==> src/rtl/bank_timing_pkg.sv <==
package bank_timing_pkg;
  // Strobes handed from the control to the datapath each cycle
  typedef struct packed {
    logic commit;   // a request is applied this cycle
    logic needPre;  // close the open row first
    logic needAct;  // open the requested row
    logic isWrite;  // access is a write
  } ctrlStrobe_t;
endpackage

==> src/rtl/bank_timing_ctrl.sv <==
module bank_timing_ctrl
  import bank_timing_pkg::*;
#(
  parameter int ROW_W = 8,
  parameter int CNT_W = 16
) (
  input  logic             clk,
  input  logic             rstN,
  input  logic             reqValid,
  input  logic             reqWrite,
  input  logic [ROW_W-1:0] reqRow,
  input  logic             lookupOpen,
  input  logic [ROW_W-1:0] lookupRow,
  output ctrlStrobe_t      strobe,
  output logic             rspValid,
  output logic             rspHit,
  output logic             rspPre,
  output logic             rspAct,
  output logic [CNT_W-1:0] rdHitCount,
  output logic [CNT_W-1:0] wrHitCount
);
  logic rowHit;

  always_comb begin
    rowHit         = reqValid && lookupOpen && (lookupRow == reqRow);
    strobe.commit  = reqValid;
    strobe.needPre = reqValid && lookupOpen && !rowHit;
    strobe.needAct = reqValid && !rowHit;
    strobe.isWrite = reqWrite;
  end

  always_ff @(posedge clk) begin
    if (!rstN) begin
      rspValid   <= 1'b0;
      rspHit     <= 1'b0;
      rspPre     <= 1'b0;
      rspAct     <= 1'b0;
      rdHitCount <= '0;
      wrHitCount <= '0;
    end else begin
      rspValid <= reqValid;
      rspHit   <= rowHit;
      rspPre   <= strobe.needPre;
      rspAct   <= strobe.needAct;
      if (rowHit && !reqWrite) rdHitCount <= rdHitCount + 1'b1;
      if (rowHit && reqWrite)  wrHitCount <= wrHitCount + 1'b1;
    end
  end
endmodule

==> src/rtl/bank_timing_datapath.sv <==
module bank_timing_datapath
  import bank_timing_pkg::*;
#(
  parameter int NUM_BANKS = 4,
  parameter int ROW_W     = 8,
  parameter int TIME_W    = 32,
  parameter int T_RCD     = 3,
  parameter int T_RAS     = 8,
  parameter int T_RP      = 3,
  parameter int T_CL      = 4,
  parameter int T_BURST   = 2,
  parameter int T_WR      = 3,
  localparam int BANK_W   = (NUM_BANKS > 1) ? $clog2(NUM_BANKS) : 1
) (
  input  logic              clk,
  input  logic              rstN,
  input  ctrlStrobe_t       strobe,
  input  logic [BANK_W-1:0] reqBank,
  input  logic [ROW_W-1:0]  reqRow,
  input  logic [TIME_W-1:0] curTime,
  output logic              lookupOpen,
  output logic [ROW_W-1:0]  lookupRow,
  output logic [TIME_W-1:0] rspPreTime,
  output logic [TIME_W-1:0] rspActTime,
  output logic [TIME_W-1:0] rspColTime,
  output logic [TIME_W-1:0] rspReadyTime
);
  localparam logic [TIME_W-1:0] RcdT   = TIME_W'(T_RCD);
  localparam logic [TIME_W-1:0] RasT   = TIME_W'(T_RAS);
  localparam logic [TIME_W-1:0] RpT    = TIME_W'(T_RP);
  localparam logic [TIME_W-1:0] ClT    = TIME_W'(T_CL);
  localparam logic [TIME_W-1:0] BurstT = TIME_W'(T_BURST);
  localparam logic [TIME_W-1:0] WrT    = TIME_W'(T_WR);

  function automatic logic [TIME_W-1:0] tMax(input logic [TIME_W-1:0] a,
                                             input logic [TIME_W-1:0] b);
    return (a > b) ? a : b;
  endfunction

  logic              openQ [NUM_BANKS];
  logic [ROW_W-1:0]  rowQ  [NUM_BANKS];
  logic [TIME_W-1:0] colQ  [NUM_BANKS];
  logic [TIME_W-1:0] preQ  [NUM_BANKS];
  logic [TIME_W-1:0] actQ  [NUM_BANKS];
  logic [TIME_W-1:0] busQ;

  logic [TIME_W-1:0] selCol, selPre, selAct;
  logic [TIME_W-1:0] preTimeC, actFloorC, actTimeC, colBaseC, busFloorC;
  logic [TIME_W-1:0] colTimeC, readyC, newPreC, newActC, newColC;

  always_comb begin
    lookupOpen = openQ[reqBank];
    lookupRow  = rowQ[reqBank];
    selCol     = colQ[reqBank];
    selPre     = preQ[reqBank];
    selAct     = actQ[reqBank];

    // close an open row no earlier than its precharge window allows
    preTimeC  = tMax(selPre, curTime);
    actFloorC = strobe.needPre ? tMax(selAct, preTimeC + RpT) : selAct;
    actTimeC  = tMax(actFloorC, curTime);

    // column start: after row opening on a miss, else bank window
    colBaseC  = strobe.needAct ? (actTimeC + RcdT) : tMax(selCol, curTime);
    busFloorC = (busQ >= ClT) ? (busQ - ClT) : '0;
    colTimeC  = tMax(colBaseC, busFloorC);
    readyC    = colTimeC + ClT + BurstT;

    newPreC = strobe.needAct ? (actTimeC + RasT) : selPre;
    if (strobe.isWrite) newPreC = tMax(newPreC, readyC + WrT);
    newActC = actFloorC;
    newColC = colTimeC + BurstT;
  end

  for (genvar gi = 0; gi < NUM_BANKS; gi++) begin : gBank
    always_ff @(posedge clk) begin
      if (!rstN) begin
        openQ[gi] <= 1'b0;
        rowQ[gi]  <= '0;
        colQ[gi]  <= '0;
        preQ[gi]  <= '0;
        actQ[gi]  <= '0;
      end else if (strobe.commit && (reqBank == BANK_W'(gi))) begin
        openQ[gi] <= 1'b1;
        rowQ[gi]  <= reqRow;
        colQ[gi]  <= newColC;
        preQ[gi]  <= newPreC;
        actQ[gi]  <= newActC;
      end
    end
  end

  always_ff @(posedge clk) begin
    if (!rstN) begin
      busQ         <= '0;
      rspPreTime   <= '0;
      rspActTime   <= '0;
      rspColTime   <= '0;
      rspReadyTime <= '0;
    end else if (strobe.commit) begin
      busQ         <= readyC;
      rspPreTime   <= strobe.needPre ? preTimeC : '0;
      rspActTime   <= strobe.needAct ? actTimeC : '0;
      rspColTime   <= colTimeC;
      rspReadyTime <= readyC;
    end
  end
endmodule

==> src/rtl/bank_timing_tracker.sv <==
module bank_timing_tracker
  import bank_timing_pkg::*;
#(
  parameter int NUM_BANKS = 4,
  parameter int ROW_W     = 8,
  parameter int TIME_W    = 32,
  parameter int CNT_W     = 16,
  parameter int T_RCD     = 3,
  parameter int T_RAS     = 8,
  parameter int T_RP      = 3,
  parameter int T_CL      = 4,
  parameter int T_BURST   = 2,
  parameter int T_WR      = 3,
  localparam int BANK_W   = (NUM_BANKS > 1) ? $clog2(NUM_BANKS) : 1
) (
  input  logic              clk,
  input  logic              rstN,
  input  logic              reqValid,
  input  logic [BANK_W-1:0] reqBank,
  input  logic [ROW_W-1:0]  reqRow,
  input  logic              reqWrite,
  input  logic [TIME_W-1:0] curTime,
  output logic              rspValid,
  output logic              rspHit,
  output logic              rspPre,
  output logic              rspAct,
  output logic [TIME_W-1:0] rspPreTime,
  output logic [TIME_W-1:0] rspActTime,
  output logic [TIME_W-1:0] rspColTime,
  output logic [TIME_W-1:0] rspReadyTime,
  output logic [CNT_W-1:0]  rdHitCount,
  output logic [CNT_W-1:0]  wrHitCount
);
  ctrlStrobe_t      strobe;
  logic             lookupOpen;
  logic [ROW_W-1:0] lookupRow;

  bank_timing_ctrl #(.ROW_W(ROW_W), .CNT_W(CNT_W)) uCtrl (
    .clk(clk), .rstN(rstN), .reqValid(reqValid), .reqWrite(reqWrite),
    .reqRow(reqRow), .lookupOpen(lookupOpen), .lookupRow(lookupRow),
    .strobe(strobe), .rspValid(rspValid), .rspHit(rspHit),
    .rspPre(rspPre), .rspAct(rspAct),
    .rdHitCount(rdHitCount), .wrHitCount(wrHitCount)
  );

  bank_timing_datapath #(
    .NUM_BANKS(NUM_BANKS), .ROW_W(ROW_W), .TIME_W(TIME_W),
    .T_RCD(T_RCD), .T_RAS(T_RAS), .T_RP(T_RP), .T_CL(T_CL),
    .T_BURST(T_BURST), .T_WR(T_WR)
  ) uData (
    .clk(clk), .rstN(rstN), .strobe(strobe), .reqBank(reqBank),
    .reqRow(reqRow), .curTime(curTime), .lookupOpen(lookupOpen),
    .lookupRow(lookupRow), .rspPreTime(rspPreTime),
    .rspActTime(rspActTime), .rspColTime(rspColTime),
    .rspReadyTime(rspReadyTime)
  );
endmodule

==> config.mk <==
export PLATFORM = sky130hd
export DESIGN_NAME = bank_timing_tracker
export DESIGN_NICKNAME = d
export VERILOG_FILES = /design/src/rtl/bank_timing_pkg.sv /design/src/rtl/bank_timing_ctrl.sv /design/src/rtl/bank_timing_datapath.sv /design/src/rtl/bank_timing_tracker.sv
export SDC_FILE = /design/constraint.sdc
export NUM_CORES = 2
export LEC_CHECK = 0
export ABC_AREA = 1
export BUFFER_PORTS_ARGS = -buffer_cell sky130_fd_sc_hd__buf_2
export CAP_MARGIN = 20
export CORE_UTILIZATION = 60
export CTS_CLUSTER_SIZE = 24
export DETAILED_ROUTE_END_ITERATION = 7
export GPL_TIMING_DRIVEN = 1
export PLACE_DENSITY = 0.83
export SLEW_MARGIN = 30
export SYNTH_ARGS = -nofsm -noshare
export SYNTH_HDL_FRONTEND = slang
export SYNTH_SLANG_ARGS = --single-unit
==> constraint.sdc <==
create_clock -name clk -period 17.85 [get_ports clk]
set_input_delay 1.785 -clock clk [delete_from_list [all_inputs] [get_ports clk]]
set_output_delay 1.785 -clock clk [all_outputs]
set_load 0.02 [all_outputs]
[Word-level counts from Yosys, hierarchy flattened]
Memories as Yosys holds them, arrays and structs flattened.
Cells that the tools add are included.
Storage, ports and cells
  register bits after elaboration: 164
  memory bits (writable): 420
  bits of input ports: 46
  output and inout port bits: 164
  logic and storage cells: 115
  memories kept: 5
Memories
  uData.actQ: words 4, bits a word 32, rd ports 1, clocked after memory_dff 0, wr ports 4, RTL line bank_timing_datapath.sv:44  | logic [TIME_W-1:0] actQ [NUM_BANKS];
  uData.colQ: words 4, bits a word 32, rd ports 1, clocked after memory_dff 0, wr ports 4, RTL line bank_timing_datapath.sv:42  | logic [TIME_W-1:0] colQ [NUM_BANKS];
  uData.preQ: words 4, bits a word 32, rd ports 1, clocked after memory_dff 0, wr ports 4, RTL line bank_timing_datapath.sv:43  | logic [TIME_W-1:0] preQ [NUM_BANKS];
  uData.rowQ: words 4, bits a word 8, rd ports 1, clocked after memory_dff 0, wr ports 4, RTL line bank_timing_datapath.sv:41  | logic [ROW_W-1:0] rowQ [NUM_BANKS];
  uData.openQ: words 4, bits a word 1, rd ports 1, clocked after memory_dff 0, wr ports 4, RTL line bank_timing_datapath.sv:40  | logic openQ [NUM_BANKS];
Cells by class
  add/subtract/negate cells: 10
  magnitude comparators: 7
  equality and inequality tests: 4
  multiplexer cells: 46
  bitwise logic cells: 20
  reductions and logical operators: 13
Operators by type and width (number)
  $mux 32: 25
  $gt 32x32->1: 6
  $add 32x2->32 const B: 5
  $add 16x1->16 const B: 2
  $add 32x3->32 const B: 1
  $add 32x4->32 const B: 1
  $ge 32x3->1 const B: 1
  $mux 8: 4
  $sub 32x3->32 const B: 1
  $or 1x1->1: 20
  $mux 1: 17
  $logic_and 1x1->1: 10
  $eq 8x8->1: 1
  $eq 2x2->1 const B: 2
  $eq 2x1->1 const B: 1
  $logic_not 1->1: 2
  $logic_not 2->1: 1

[Depth between registers and ports, before layout]
An unclocked memory read counts as a cell.
  depth after elaboration: 20
  depth in mapped cells: 122
  mapped depth without buffers: 112

[Cells and area by module]
Synthesis repeated with hierarchy kept, for this count alone.
Second synthesis, totals
  cells, all modules: 5063
  area, all modules: 38682.1 um^2
Modules (own cells, without submodules)
  bank_timing_datapath: times used 1, cells each 4675, area each 36396.2 um^2, seq. area each 15144.5 um^2
  bank_timing_ctrl: times used 1, cells each 388, area each 2285.9 um^2, seq. area each 720.7 um^2

[Worst setup path after synthesis]
Ideal clock, no wire load.
  path type: input to register
  start point: in reqBank[0]
  end point: mem uData.preQ[0][17] (data pin)
  arrival time: 16154 ps
  slack: 1430 ps
  stages on the path: 110
  cell sequence: buf_6 nor2_8 buf_6 buf_6 buf_6 buf_6 buf_4 buf_2 buf_2 buf_2 a221oi_1 inv_1 ha_1 nand2_1 nor3_2 and3_1 nand2_1 nand2_2 [... 74 more ...] nand3_2 nor2_4 nand3_2 nand2_1 inv_1 ha_1 nand4_1 or3_1 nor4_1 nand3_1 nand2_1 nand2_1 inv_1 clkbuf_1 clkbuf_1 nand2_1 o21ai_0 nor2_1
RTL lines
  from (decl): RTL line bank_timing_tracker.sv:19  | input logic [BANK_W-1:0] reqBank,
  to (decl): RTL line bank_timing_datapath.sv:43

==> Flow_metrics.wiki <==
{| class="wikitable"
! Metric !! Value
|-
| Outcome || completed
|-
| Relative slew margins || 0.3047
|-
| Top Ports || between 200 and 250
|-
| Highest clock rate || 0.05798 GHz
|-
| Chip width || around 250 µm
|-
| Count of different cell masters after synthesis || 64
|-
| Flops & latches, synth || 583
|-
| Total power draw || 6.297 mW
|-
| Cell area after layout || 0.04250 mm²
|-
| Number of DRC markers after the initial detailed-route iteration || 5,515
|-
| Critical path's most frequent cell || nand2_1
|-
| Worst-margin pin slew || 1.040 ns
|-
| Footprint of the multi-input gates || ~0.019 mm²
|-
| Post-route antenna net violation count || 0
|-
| DPL Wire Length || 116.2 mm
|-
| Count of input and output buffers || 209
|-
| FFs w/ async S/R, synth || 0
|-
| Total length of routed wires || 153.6 mm
|-
| Leakage power || 19.10 nW
|-
| Number of pins with negative max-slew slack in the final report || 0
|-
| Worst Hold Class || register to register
|-
| Starting density of the core || 0.6088
|-
| Maximum number of pins on one net before global-route repair || 80
|-
| TritonCTS clock tree || built
|-
| Global-route wire length before repair || 217.4 mm
|-
| Die outline height || 252.5 µm
|-
| Combined flip-flop and latch cell area || 0.01587 mm²
|-
| Mean Syn Cell Area || 7.838 µm²
|-
| Max Cap Violations || 0
|-
| Total global routing track utilization || 0.4671
|-
| Element type at the critical path start || input port
|-
| Share of synthesized area occupied by flip-flops and latches || 0.4215
|-
| Count of TritonRoute iterations in the first routing pass || 8
|-
| Clock-pin slew of the registers on the worst-case setup and hold paths || about 0.06 ns
|-
| CP Max Fanout || 43
|-
| Maximum count of clock buffers along a single path || 3
|-
| Die ar. || about 0.064 mm²
|-
| Residual overflow from global routing || 0
|-
| Synthesized cell area || around 0.038 mm²
|-
| Kind of critical path || input port to register
|-
| Number of filler instances in the final layout || 5,143
|-
| Arrival time at the worst endpoint || around 18 ns
|-
| Final hold slack || 0.4601 ns
|-
| Worst endpoint required time || about 18 ns
|-
| Number of enable flip-flop cells after synthesis || 419
|-
| Vias per cell || roughly 6.3
|-
| Sinks on Clock Net || 583
|-
| Deepest level of the CTS H-tree || 3
|-
| Routed wire length per instance || 25.86 µm
|-
| Synth area leader || edfxtp_1
|-
| Number of nets produced by synthesis || approximately 5,100
|-
| Global placer's final weighted congestion || roughly 1.1
|-
| Final setup skew || 0.06134 ns
|-
| Number of global-route vias before repair || 33,920
|-
| Worst stage delay on the critical path || 0.38 ns
|-
| Final-report setup violation count || 0
|-
| Post-layout worst setup margin || between 0.6 and 0.7 ns
|-
| Number of antenna violations at the first check in global routing || 6
|-
| Overall via count from detail_route || around 37,000
|-
| Fin crit share || 0.9662
|-
| Sort of element at the end of the critical path || register
|-
| Inserted Clock Buffers || 66
|-
| Dominant register cell in the synthesized netlist || edfxtp_1
|-
| Post-detailed-route DRC marker count || 0
|-
| Post-synthesis cell count || just under 5,000
|-
| Min Tclk post-route || 17.25 ns
|-
| Total cell area at the placement stage || 0.03999 mm²
|-
| Std-Cell Rows || 91
|-
| Net count of the finished layout || around 5,300
|-
| Worst vdd rail ir drop || 0.1292 mV
|-
| Core region area || 0.06183 mm²
|-
| Pre-CTS worst setup slack || -0.6523 ns
|-
| Most frequent cells after synthesis || nand2_1, nor2_1, nand3_1
|-
| Insertion delay to the later sink of the worst-skew pair || 0.66 ns
|-
| Synth top area share || 0.3343
|-
| Growth of design area from synthesis to finish || 12.91%
|-
| Synth Warn # || 0
|-
| Library cell contributing the largest single delay on the critical path || nor4_4
|-
| Area contributors post-synth || edfxtp_1, nand2_1, dfxtp_1, nor2_1, ha_1
|-
| Leading cell type by number of instances after synthesis || nand2_1
|-
| Buffer cell driving the clock tree root || clkbuf_16
|-
| Hold Violations, Final || 0
|-
| PwrDens || 148.2 mW/mm²
|-
| Share of layout cells above drive strength 1 || 0.1605
|}
## cells by family (layout without fill, tap and decap cells)
| kind of cell | Yosys count | in the layout | synth area share |
|---|---|---|---|
| AO/OA/AOI/OAI | 648 | 648 | 0.1107 |
| XOR/XNOR | 54 | 54 | 0.01277 |
| adder cells (fa/ha/maj) | 202 | 202 | 0.06715 |
| buffers and inverters | 669 | 967 | 0.07453 |
| flip-flops | 583 | 583 | 0.4215 |
| other | 0 | 1 | 0 |
| AND/OR/NAND/NOR | 2646 | 2648 | 0.3134 |
## worst max-delay path: cells and delay by family
family	cells	cell delay (ns)
compound gates	10	1.62
buf+inv	19	2.76
simple gates	69	9.36
fa+ha+maj	7	2.01
## metal layers
| layer | global-route usage | routed length, µm | up-vias |
|---|---|---|---|
| li1 | - | - | 16697 |
| met1 | 0.5993 | 55360 | 17183 |
| met2 | 0.6855 | 64760 | 2735 |
| met3 | 0.1130 | 20000 | 620 |
| met4 | 0.3458 | 13450 | 8 |
| met5 | 0 | 51 | - |
## stage by stage
stage / cells / TNS, ns / utilization
floorplan: 4802 / 0 / -
global placement: 5801 / -25.63 / 0.6463
detailed placement: 5803 / -44.74 / 0.6468
CTS: 5922 / 0 / 0.6809
global route: 5939 / -0.6449 / 0.6873
finish: 5940 / 0 / 0.6873
## repair_timing
action                     4_1_cts  5_1_grt
setup endpoints to repair        4      128
buffers inserted                 0       13
hold buffers                     0        0
cloned                           0        4
pin swaps                        0       10
gates resized for setup          1       61
## worst paths after layout
check / startpoint / to / slack, ns / depth (start not counted)
worst min register to register: uData.rspActTime[1] / uData.rspActTime[1] / 0.46 / 2
worst min-delay path: uData.rspActTime[1] / uData.rspActTime[1] / 0.46 / 2
worst max-delay path: reqBank[0] / uData.preQ[0][28] / 0.60 / 105
worst max register to register: uData.preQ[3][31] / uData.preQ[0][28] / 1.99 / 99
## flip-flops by register name, summed over array words and instances, names as in the netlist, 4 cells and up
name                cells
uCtrl.rdHitCount       16
uData.rspActTime       32
uData.rspReadyTime     32
uData.openQ             4
uData.preQ            128
uCtrl.wrHitCount       16
uData.actQ            128
uData.colQ            128
uData.rspColTime       31
uData.rspPreTime       32
uData.rowQ             32
## where the power goes
part | switching [mW] | internal, mW | leakage [nW] | total (mW)
sequential | 0.0858 | 1.60 | 5.72 | 1.69
clock | 0.603 | 0.730 | 0.992 | 1.33
combinational | 2.40 | 0.878 | 12.4 | 3.28
total | 3.09 | 3.21 | 19.1 | 6.30
## layout make-up
cell class | count | area share
Clock buffer | 82 | 0.04028
Antenna cell | 1 | 0.00005889
Tap cell | 837 | 0.02464
Inverter | 473 | 0.04240
Multi-Input combinational cell | 3552 | 0.4526
Sequential cell | 583 | 0.3733
Timing Repair Buffer | 375 | 0.05730
Clock inverter | 37 | 0.009422
## layout by cell type, fill, tap and decap left out, drive strengths merged, types with 11 or more instances in the layout
cell / n
dfxtp: 164
and2: 11
a21oi: 148
o21ai: 246
nand3: 460
nor4: 14
a22o: 21
edfxtp: 419
clkinv: 30
o211ai: 38
nand4: 81
buf: 372
nor2: 763
ha: 202
clkbuf: 85
xor2: 48
nand2: 1254
inv: 471
nor3: 45
a221oi: 46
o21a: 12
o22ai: 25
a22oi: 84
Power figures use the tool's default switching activity.
